$ cat src/rtl/extirq_pkg.sv
package extirq_pkg;
    localparam int unsigned REG_W    = 32;
    localparam int unsigned ADDR_W   = 3;
    localparam int unsigned PRIO_W   = 4;
    localparam int unsigned MODE_BIT = 23;

    localparam logic [ADDR_W-1:0] RA_SENSE  = 3'd0;
    localparam logic [ADDR_W-1:0] RA_PRIO   = 3'd1;
    localparam logic [ADDR_W-1:0] RA_SOURCE = 3'd2;
    localparam logic [ADDR_W-1:0] RA_MSET   = 3'd3;
    localparam logic [ADDR_W-1:0] RA_MCLR   = 3'd4;
    localparam logic [ADDR_W-1:0] RA_MODE   = 3'd5;

    localparam logic [3:0] SNS_FALL = 4'd0;
    localparam logic [3:0] SNS_RISE = 4'd1;
    localparam logic [3:0] SNS_LOW  = 4'd2;
    localparam logic [3:0] SNS_HIGH = 4'd3;
    localparam logic [3:0] SNS_BOTH = 4'd4;

    typedef enum logic {
        PS_IDLE    = 1'b0,
        PS_PENDING = 1'b1
    } pin_state_e;
endpackage

$ cat src/rtl/extirq_sync.sv
module extirq_sync #(
    parameter int STAGES = 2
) (
    input  logic clk,
    input  logic rst_n,
    input  logic d,
    output logic q
);
    logic [STAGES-1:0] chain;

    always_ff @(posedge clk) begin
        if (!rst_n) begin
            chain <= '0;
        end else begin
            chain <= {chain[STAGES-2:0], d};
        end
    end

    assign q = chain[STAGES-1];
endmodule

$ cat src/rtl/extirq_pin.sv
module extirq_pin
    import extirq_pkg::*;
#(
    parameter int SENSE_W     = 4,
    parameter int SYNC_STAGES = 2
) (
    input  logic               clk,
    input  logic               rst_n,
    input  logic               pin_async,
    input  logic [SENSE_W-1:0] sense,
    input  logic               clr,
    output logic               pending
);
    logic       lvl;
    logic       lvl_d;
    logic       rise;
    logic       fall;
    logic       hit;
    logic [3:0] code;
    pin_state_e state_q;
    pin_state_e state_d;

    extirq_sync #(.STAGES(SYNC_STAGES)) u_sync (
        .clk   (clk),
        .rst_n (rst_n),
        .d     (pin_async),
        .q     (lvl)
    );

    always_ff @(posedge clk) begin
        if (!rst_n) begin
            lvl_d <= 1'b0;
        end else begin
            lvl_d <= lvl;
        end
    end

    assign rise = lvl & ~lvl_d;
    assign fall = ~lvl & lvl_d;
    assign code = 4'(sense);

    always_comb begin
        case (code)
            SNS_FALL: hit = fall;
            SNS_RISE: hit = rise;
            SNS_LOW:  hit = ~lvl;
            SNS_HIGH: hit = lvl;
            SNS_BOTH: hit = rise | fall;
            default:  hit = 1'b0;
        endcase
    end

    // state register
    always_ff @(posedge clk) begin
        if (!rst_n) begin
            state_q <= PS_IDLE;
        end else begin
            state_q <= state_d;
        end
    end

    // next state: detect moves to pending, software clear returns to idle
    always_comb begin
        state_d = state_q;
        unique case (state_q)
            PS_IDLE:    if (hit) state_d = PS_PENDING;
            PS_PENDING: if (clr) state_d = PS_IDLE;
        endcase
    end

    // outputs
    always_comb begin
        pending = (state_q == PS_PENDING);
    end

    p_hold_r7: assert property (@(posedge clk) disable iff (!rst_n)
        (state_q == PS_PENDING && !clr) |=> (state_q == PS_PENDING));

    p_clear_r5: assert property (@(posedge clk) disable iff (!rst_n)
        (state_q == PS_PENDING && clr) |=> (state_q == PS_IDLE));

    p_reserved_r9: assert property (@(posedge clk) disable iff (!rst_n)
        (state_q == PS_IDLE && code > SNS_BOTH) |=> (state_q == PS_IDLE));
endmodule

$ cat src/rtl/extirq_regs.sv
module extirq_regs
    import extirq_pkg::*;
#(
    parameter int NUM_PINS = 8,
    parameter int SENSE_W  = 4,
    parameter int SRC_W    = 8,
    parameter bit HAS_MODE = 1'b1
) (
    input  logic                        clk,
    input  logic                        rst_n,
    input  logic                        bus_wr,
    input  logic [ADDR_W-1:0]           bus_addr,
    input  logic [REG_W-1:0]            bus_wdata,
    output logic [REG_W-1:0]            bus_rdata,
    input  logic [NUM_PINS-1:0]         pending,
    output logic [NUM_PINS*SENSE_W-1:0] sense_flat,
    output logic [NUM_PINS-1:0]         prio_on,
    output logic [NUM_PINS-1:0]         mask,
    output logic [NUM_PINS-1:0]         clr
);
    logic [NUM_PINS*PRIO_W-1:0] prio_flat;
    logic [NUM_PINS-1:0]        wbits;
    logic                       wr_sense, wr_prio, wr_src, wr_mset, wr_mclr, wr_mode;
    logic                       mode_bit;
    logic [REG_W-1:0]           sense_img, prio_img, src_img, mode_img;

    assign wr_sense = bus_wr && (bus_addr == RA_SENSE);
    assign wr_prio  = bus_wr && (bus_addr == RA_PRIO);
    assign wr_src   = bus_wr && (bus_addr == RA_SOURCE);
    assign wr_mset  = bus_wr && (bus_addr == RA_MSET);
    assign wr_mclr  = bus_wr && (bus_addr == RA_MCLR);
    assign wr_mode  = bus_wr && (bus_addr == RA_MODE);

    for (genvar g = 0; g < NUM_PINS; g++) begin : g_pin
        localparam int SPOS = REG_W - (g + 1) * SENSE_W;
        localparam int PPOS = REG_W - (g + 1) * PRIO_W;
        localparam int BPOS = SRC_W - 1 - g;

        logic [SENSE_W-1:0] sense_r;
        logic [PRIO_W-1:0]  prio_r;
        logic               mask_r;

        assign wbits[g] = bus_wdata[BPOS];

        always_ff @(posedge clk) begin
            if (!rst_n) begin
                sense_r <= '0;
                prio_r  <= '0;
                mask_r  <= 1'b1;
            end else begin
                if (wr_sense) sense_r <= bus_wdata[SPOS +: SENSE_W];
                if (wr_prio)  prio_r  <= bus_wdata[PPOS +: PRIO_W];
                if (wr_mset && wbits[g]) begin
                    mask_r <= 1'b1;
                end else if (wr_mclr && wbits[g]) begin
                    mask_r <= 1'b0;
                end
            end
        end

        assign sense_flat[g*SENSE_W +: SENSE_W] = sense_r;
        assign prio_flat[g*PRIO_W +: PRIO_W]    = prio_r;
        assign prio_on[g]                       = |prio_r;
        assign mask[g]                          = mask_r;
        assign clr[g]                           = wr_src && !wbits[g];
    end

    if (HAS_MODE) begin : g_mode
        logic mode_r;
        always_ff @(posedge clk) begin
            if (!rst_n) begin
                mode_r <= 1'b0;
            end else if (wr_mode) begin
                mode_r <= bus_wdata[MODE_BIT];
            end
        end
        assign mode_bit = mode_r;
    end else begin : g_no_mode
        assign mode_bit = 1'b0;
    end

    always_comb begin
        sense_img = '0;
        prio_img  = '0;
        src_img   = '0;
        mode_img  = '0;
        for (int i = 0; i < NUM_PINS; i++) begin
            sense_img[REG_W - (i + 1) * SENSE_W +: SENSE_W] = sense_flat[i*SENSE_W +: SENSE_W];
            prio_img[REG_W - (i + 1) * PRIO_W +: PRIO_W]    = prio_flat[i*PRIO_W +: PRIO_W];
            src_img[SRC_W - 1 - i]                          = pending[i];
        end
        mode_img[MODE_BIT] = mode_bit;
    end

    always_comb begin
        case (bus_addr)
            RA_SENSE:  bus_rdata = sense_img;
            RA_PRIO:   bus_rdata = prio_img;
            RA_SOURCE: bus_rdata = src_img;
            RA_MODE:   bus_rdata = mode_img;
            default:   bus_rdata = '0;
        endcase
    end

    p_mset_r6: assert property (@(posedge clk) disable iff (!rst_n)
        wr_mset |=> ((mask & $past(wbits)) == $past(wbits)));

    p_mclr_r6: assert property (@(posedge clk) disable iff (!rst_n)
        wr_mclr |=> ((mask & $past(wbits)) == '0));

    p_mask_hold_r6: assert property (@(posedge clk) disable iff (!rst_n)
        !(wr_mset || wr_mclr) |=> $stable(mask));
endmodule

$ cat src/rtl/extirq_ctrl.sv
module extirq_ctrl
    import extirq_pkg::*;
#(
    parameter int NUM_PINS    = 8,
    parameter int SENSE_W     = 4,
    parameter int SRC_W       = 8,
    parameter bit HAS_MODE    = 1'b1,
    parameter int SYNC_STAGES = 2
) (
    input  logic                clk,
    input  logic                rst_n,
    input  logic                bus_wr,
    input  logic [2:0]          bus_addr,
    input  logic [31:0]         bus_wdata,
    output logic [31:0]         bus_rdata,
    input  logic [NUM_PINS-1:0] pin_in,
    output logic [NUM_PINS-1:0] irq_out,
    output logic                irq_any
);
    logic [NUM_PINS*SENSE_W-1:0] sense_flat;
    logic [NUM_PINS-1:0]         prio_on;
    logic [NUM_PINS-1:0]         mask;
    logic [NUM_PINS-1:0]         clr;
    logic [NUM_PINS-1:0]         pending;

    extirq_regs #(
        .NUM_PINS (NUM_PINS),
        .SENSE_W  (SENSE_W),
        .SRC_W    (SRC_W),
        .HAS_MODE (HAS_MODE)
    ) u_regs (
        .clk        (clk),
        .rst_n      (rst_n),
        .bus_wr     (bus_wr),
        .bus_addr   (bus_addr),
        .bus_wdata  (bus_wdata),
        .bus_rdata  (bus_rdata),
        .pending    (pending),
        .sense_flat (sense_flat),
        .prio_on    (prio_on),
        .mask       (mask),
        .clr        (clr)
    );

    for (genvar g = 0; g < NUM_PINS; g++) begin : g_det
        extirq_pin #(
            .SENSE_W     (SENSE_W),
            .SYNC_STAGES (SYNC_STAGES)
        ) u_pin (
            .clk       (clk),
            .rst_n     (rst_n),
            .pin_async (pin_in[g]),
            .sense     (sense_flat[g*SENSE_W +: SENSE_W]),
            .clr       (clr[g]),
            .pending   (pending[g])
        );
    end

    assign irq_out = pending & ~mask & prio_on;
    assign irq_any = |irq_out;

    p_quiet_r10: assert property (@(posedge clk) disable iff (!rst_n)
        (&mask) |-> !irq_any);

    p_needs_pend_r10: assert property (@(posedge clk) disable iff (!rst_n)
        irq_any |-> (|pending));
endmodule

$ cat config.mk
export PLATFORM = sky130hd
export DESIGN_NAME = extirq_ctrl
export DESIGN_NICKNAME = d
export VERILOG_FILES = /design/src/rtl/extirq_pkg.sv /design/src/rtl/extirq_sync.sv /design/src/rtl/extirq_pin.sv /design/src/rtl/extirq_regs.sv /design/src/rtl/extirq_ctrl.sv
export SDC_FILE = /design/constraint.sdc
export NUM_CORES = 1
export LEC_CHECK = 0
export BUFFER_PORTS_ARGS = -buffer_cell sky130_fd_sc_hd__buf_2
export CAP_MARGIN = 20
export CORE_MARGIN = 2
export CORE_UTILIZATION = 60
export CTS_CLUSTER_DIAMETER = 120
export DETAILED_ROUTE_END_ITERATION = 7
export GPL_TIMING_DRIVEN = 0
export PLACE_DENSITY = 0.85
export SYNTH_ARGS = -nofsm -noshare
export SYNTH_HDL_FRONTEND = slang
export SYNTH_SLANG_ARGS = --single-unit
export TNS_END_PERCENT = 10
$ cat constraint.sdc
create_clock -name clk -period 3.6 [get_ports clk]
set_clock_uncertainty 0.05 [all_clocks]
set_input_delay 0.36 -clock clk [delete_from_list [all_inputs] [get_ports clk]]
set_output_delay 0.36 -clock clk [all_outputs]
set_load 0.01 [all_outputs]
# After elaboration in Yosys (flattened, before gate mapping)
# Index checks and enable logic that the tools add are counted.
# totals
register_bits	105
input_bits	46
output_inout_bits	41
# op_classes
n_eq_ne	37
mux	33
n_bitwise	52
reduce_logical	64
# op_table
cell	count
case mux 32 bit (4 select lines)	1
== test 4 x 2 -> 1 bit, second input constant	16
case mux 1 bit (5 select lines)	8
== test 4 x 1 -> 1 bit, second input constant	8
== test 4 x 3 -> 1 bit, second input constant	8
logical NOT 4 bit	8
OR reduction 4 bit	8
logical AND 1 bit	30
NOT 1 bit	25
AND 1 bit	16
AND 8 bit	2
2-to-1 mux 1 bit	16
case mux 1 bit (2 select lines)	8
OR reduction 2 bit	8
logical NOT 1 bit	8
NOT 8 bit	1
OR 1 bit	8
OR reduction 8 bit	1
== test 3 x 2 -> 1 bit, second input constant	2
== test 3 bit, second input constant	2
== test 3 x 1 -> 1 bit, second input constant	1
logical NOT 3 bit	1

# Depth between registers and ports, before layout
# depth
depth_word	6
mapped_depth	6
mapped_depth_nobuf	5

# By module
# From an unflattened synthesis, not the netlist that was laid out.
# unflattened
cells_unflattened	601
hier_area_um2	5142.4
# by_module_without_submodules
module	instances	cells_each	area_per_inst_um2	seq_area_each_um2
extirq_regs	1	406	3251.9	1461.4
extirq_pin	8	18	171.4	40.0
extirq_sync	8	4	52.6	40.0
extirq_ctrl	1	19	98.8	0.0

# Worst setup path before layout
# OpenSTA, ideal clock, no wires.
# synth_path
kind	flip-flop to output port
startpoint	register u_regs.g_pin[1].prio_r[3]
endpoint	output port irq_any
arrival_ns	1.307
t_required_ns	3.190
path_slack_ns	1.883
path_stages_with_launch	4
n_path_buf	0
cell_sequence	dfxtp_1 > nor4_1 > o32ai_1 > or4_1
# synth_between
elab_chain_cells	3
# synth_lines
item	line	rtl
start: declaration	extirq_regs.sv:40	logic [PRIO_W-1:0] prio_r;
start signal: assignment	extirq_regs.sv:52	if (wr_prio) prio_r <= bus_wdata[PPOS +: PRIO_W];
OR reduction 4 bit	extirq_regs.sv:63	assign prio_on[g] = |prio_r;
AND 8 bit	extirq_ctrl.sv:59	assign irq_out = pending & ~mask & prio_on;
OR reduction 8 bit	extirq_ctrl.sv:60	assign irq_any = |irq_out;
end: declaration	extirq_ctrl.sv:18	output logic irq_any
# No other way between the ends.

# Worst setup path in the final report
# layout_path
startpoint	register u_regs.g_pin[5].prio_r[3]
endpoint	output port irq_any
# layout_between
elab_chain_cells	3
# layout_lines
item	line
start: declaration	extirq_regs.sv:40
start signal: assignment	extirq_regs.sv:52
OR reduction 4 bit	extirq_regs.sv:63
AND 8 bit	extirq_ctrl.sv:59
OR reduction 8 bit	extirq_ctrl.sv:60
# No other way between the ends.

==> flow_metrics.py <==
metrics = {
    "yosys": {
        "synth_top_area_cell": "dfxtp_1",
        "netlist-cell-type-count": 37,
        "synth-seq-cells": 105,
        "syn_inst": 592,
        "synth_edf_count": 0,
        "netlist_top_cells_area": "dfxtp_1 43%, nand2_1 10%, a21oi_1 6.6%",
        "synth_area_mm2": 0.00487,
        "yosysSeqAreaShare_pct": 43.2,
        "synthArstFlopShare_pct": 0,
        "yosysMostFrequentCell": "nand2_1",
        "avgSynthCellArea_um2": 8.23,
        "syn-num-nets": 654,
        "synth_ff_type": "dfxtp_1",
        "synth_top_cell_area_share_pct": 43.2,
        "synth-warning-count": 0,
        "yosys-top-cells-count": "136 x nand2_1, 105 x dfxtp_1, 64 x a21oi_1, 38 x nor2_1, 36 x inv_1",
    },
    "worst_setup_path": {
        "cp_slowest_stage_delay_ps": 610,
        "critPathLaunchType": "flip-flop",
        "arrival_ps": 2140,
        "rr_endpoint": "g_det[1].u_pin.pending",
        "rrSetupSlack_ps": 2050,
        "crit_path_cell_trace": "nor4_1 -> o32ai_1 -> or4_1 -> buf_2",
        "crit_slowest_cell": "nor4_1",
        "rr_startpoint": "g_det[1].u_pin.u_sync.chain[1]",
        "path_max_fanout": 3,
        "reg2regPathDepth": 4,
        "end_kind": "output pin",
        "crit_type": "flip-flop to output pin",
        "crit_required_ps": 3190,
    },
    "drt": {
        "vias": 4866,
        "drc": 0,
        "vias_per_cell": 6.11,
        "dr.pass1.iters": 5,
        "postRouteAntennaNets": 0,
        "first_iter_violations": 419,
        "wl_mm": 14.2,
        "wl_per_cell_um": 17.8,
    },
    "layout": {
        "multi_input_area_mm2": 0.00242,
        "drive_gt1_share_pct": 18.3,
        "nets": 751,
        "n_fill_cell": 599,
        "antenna_cells": 0,
        "utilization_pct": 72.1,
        "seqCellArea_mm2": 0.00210,
        "syn2layout_area_growth_pct": 15.6,
    },
    "status": {
        "status": "complete, no violations",
    },
    "timing": {
        "hold_viol_final": 0,
        "timing.fmax_ghz": 0.391,
        "rsz0062_at_grt": "no",
        "slew_viol_final": 0,
        "finalCriticalPeriod_ps": 2550,
        "min_period_over_period_pct": 71.0,
        "slew_headroom_pct": 49.3,
        "tightestPinTransition_ps": 760,
        "finalSetupViolations": 0,
        "fin_tns_setup_ps": 0,
    },
    "hold_path": {
        "min_path_cells": 2,
        "timing.hold.worst.class": "primary input to flip-flop",
        "worstHoldStart": "pin_in[1]",
        "min_delay_worst_endpoint": "g_det[1].u_pin.u_sync.chain[0]",
    },
    "global_routing": {
        "grt_pass1_vias": 4554,
        "grt_pass1_wl_mm": 22.3,
        "antenna_found_initial": 0,
        "grt_max_degree": 19,
        "overflow": 0,
        "grtUsageTotal_pct": 32.9,
    },
    "clocking": {
        "clock-sinks": 105,
        "cts_root_buffer": "clkbuf_8",
        "cts.clk_slew.worst_paths_ps": 100,
        "clk_latency_ps": 380,
        "hold_buffers": 0,
        "cts_buffers": 9,
        "post-cts-setup-buffers": 0,
        "cts_resized": 0,
        "cts_max_level": 3,
        "cts_max_path_buffers": 2,
        "cts_tree": "done",
    },
    "placement": {
        "port-buffer-count": 86,
        "hpwl_mm": 10.0,
        "place_congestion": 0.905,
    },
    "floorplan": {
        "fp.dieH_um": 94.1,
        "num_io_pins": 87,
        "rows": 32,
        "dieArea_mm2": 0.00885,
        "start_util_pct": 62.4,
        "die_w_um": 94.1,
        "core_mm2": 0.00781,
    },
    "power": {
        "power.leakage_nw": 2.30,
        "power_mw": 2.22,
        "peakVddDrop_v": 0.000314,
        "powerDensity_mw_per_mm2": 394,
    },
    "flow_run": {
        "drv_cap": 0,
    },
}
==> how the worst max path moves through the flow <==
stage | start | to | slack, ps
6_report | u_regs.g_pin[5].prio_r[3] | irq_any | 1050
5_1_grt | u_regs.g_pin[5].prio_r[3] | irq_any | 900
4_1_cts | u_regs.g_pin[5].prio_r[3] | irq_any | 1060
3_5_place_dp | bus_addr[0] | bus_rdata[8] | 1220
3_3_place_gp | bus_addr[0] | bus_rdata[8] | 1280
2_1_floorplan | u_regs.g_pin[1].prio_r[3] | irq_any | 1880
==> cells in the final DEF (no fill, tap or decap), types with 2 or more instances in the layout <==
master      count
nand2_1       136
dfxtp_1       105
buf_2         103
a21oi_1        64
nor2_1         38
inv_1          36
a22o_1         23
clkbuf_1       16
o31ai_1        16
and2_1         16
ha_1           16
mux2i_1        10
nor2b_1         9
nand3_1         9
clkbuf_8        9
nor4_1          8
a2111oi_0       8
o211a_1         8
o211ai_1        8
a221o_1         8
a2bb2oi_1       7
nor3_1          5
buf_6           4
nand2b_1        4
o32ai_1         4
buf_4           3
o21a_1          2
nand4bb_1       2
nor4bb_1        2
inv_6           2
clkinvlp_4      2
==> flip-flops by register name, summed over array words and instances (netlist names) <==
name,flops
u_regs.g_pin.sense_r,32
u_regs.g_mode.mode_r,1
u_regs.g_pin.prio_r,32
g_det.u_pin.u_sync.chain,16
u_regs.g_pin.mask_r,8
g_det.u_pin.pending,8
g_det.u_pin.lvl_d,8
==> stage by stage <==
stage               hold slack [ps]  area, um2  setup slack [ps]  cells
finish                          129       5630              1050    796
CTS                             122       5630              1060    796
global route                    117       5630               900    796
floorplan                       362       4870              1880    592
detailed placement              368       5430              1220    780
global placement                364       5430              1280    780
==> critical path: cells and delay by family, from the launching register on <==
kind | cells | cell delay, ps
AND/OR/NAND/NOR | 2 | 1120
buffers and inverters | 1 | 160
flip-flops | 1 | 340
AO/OA/AOI/OAI | 1 | 150
==> layout make-up <==
class / count / area share [%]
Timing Repair Buffer: 86 / 7.65
Sequential cell: 105 / 37.3
Clock buffer: 10 / 2.27
Tap cell: 102 / 2.27
Clock inverter: 6 / 1.31
Multi-Input combinational cell: 410 / 42.9
Buffer: 40 / 3.78
Inverter: 37 / 2.47
==> power breakdown <==
group,internal [mW],leakage (nW),switching (mW)
Clock,0.332,0.0954,0.430
Combinational,0.0864,1.35,0.137
Sequential,1.20,0.854,0.0350
Total,1.62,2.30,0.602
==> layer usage <==
layer	global-route usage [%]	share of wire (%)
met1	42.4	40
met2	53.8	47
met3	6.18	9.7
met4	14.4	3.1
met5	0	0
==> cells by family after synthesis <==
logic type,after synthesis,share of synthesized area [%]
AOI/OAI and AO/OA,148,21.4
muxes,10,2.06
adders and majority gates,16,4.11
and+or+nand+nor,236,22.0
buffers and inverters,77,7.22
DFF,105,43.2
No activity file was read; power rests on OpenSTA's default activity.
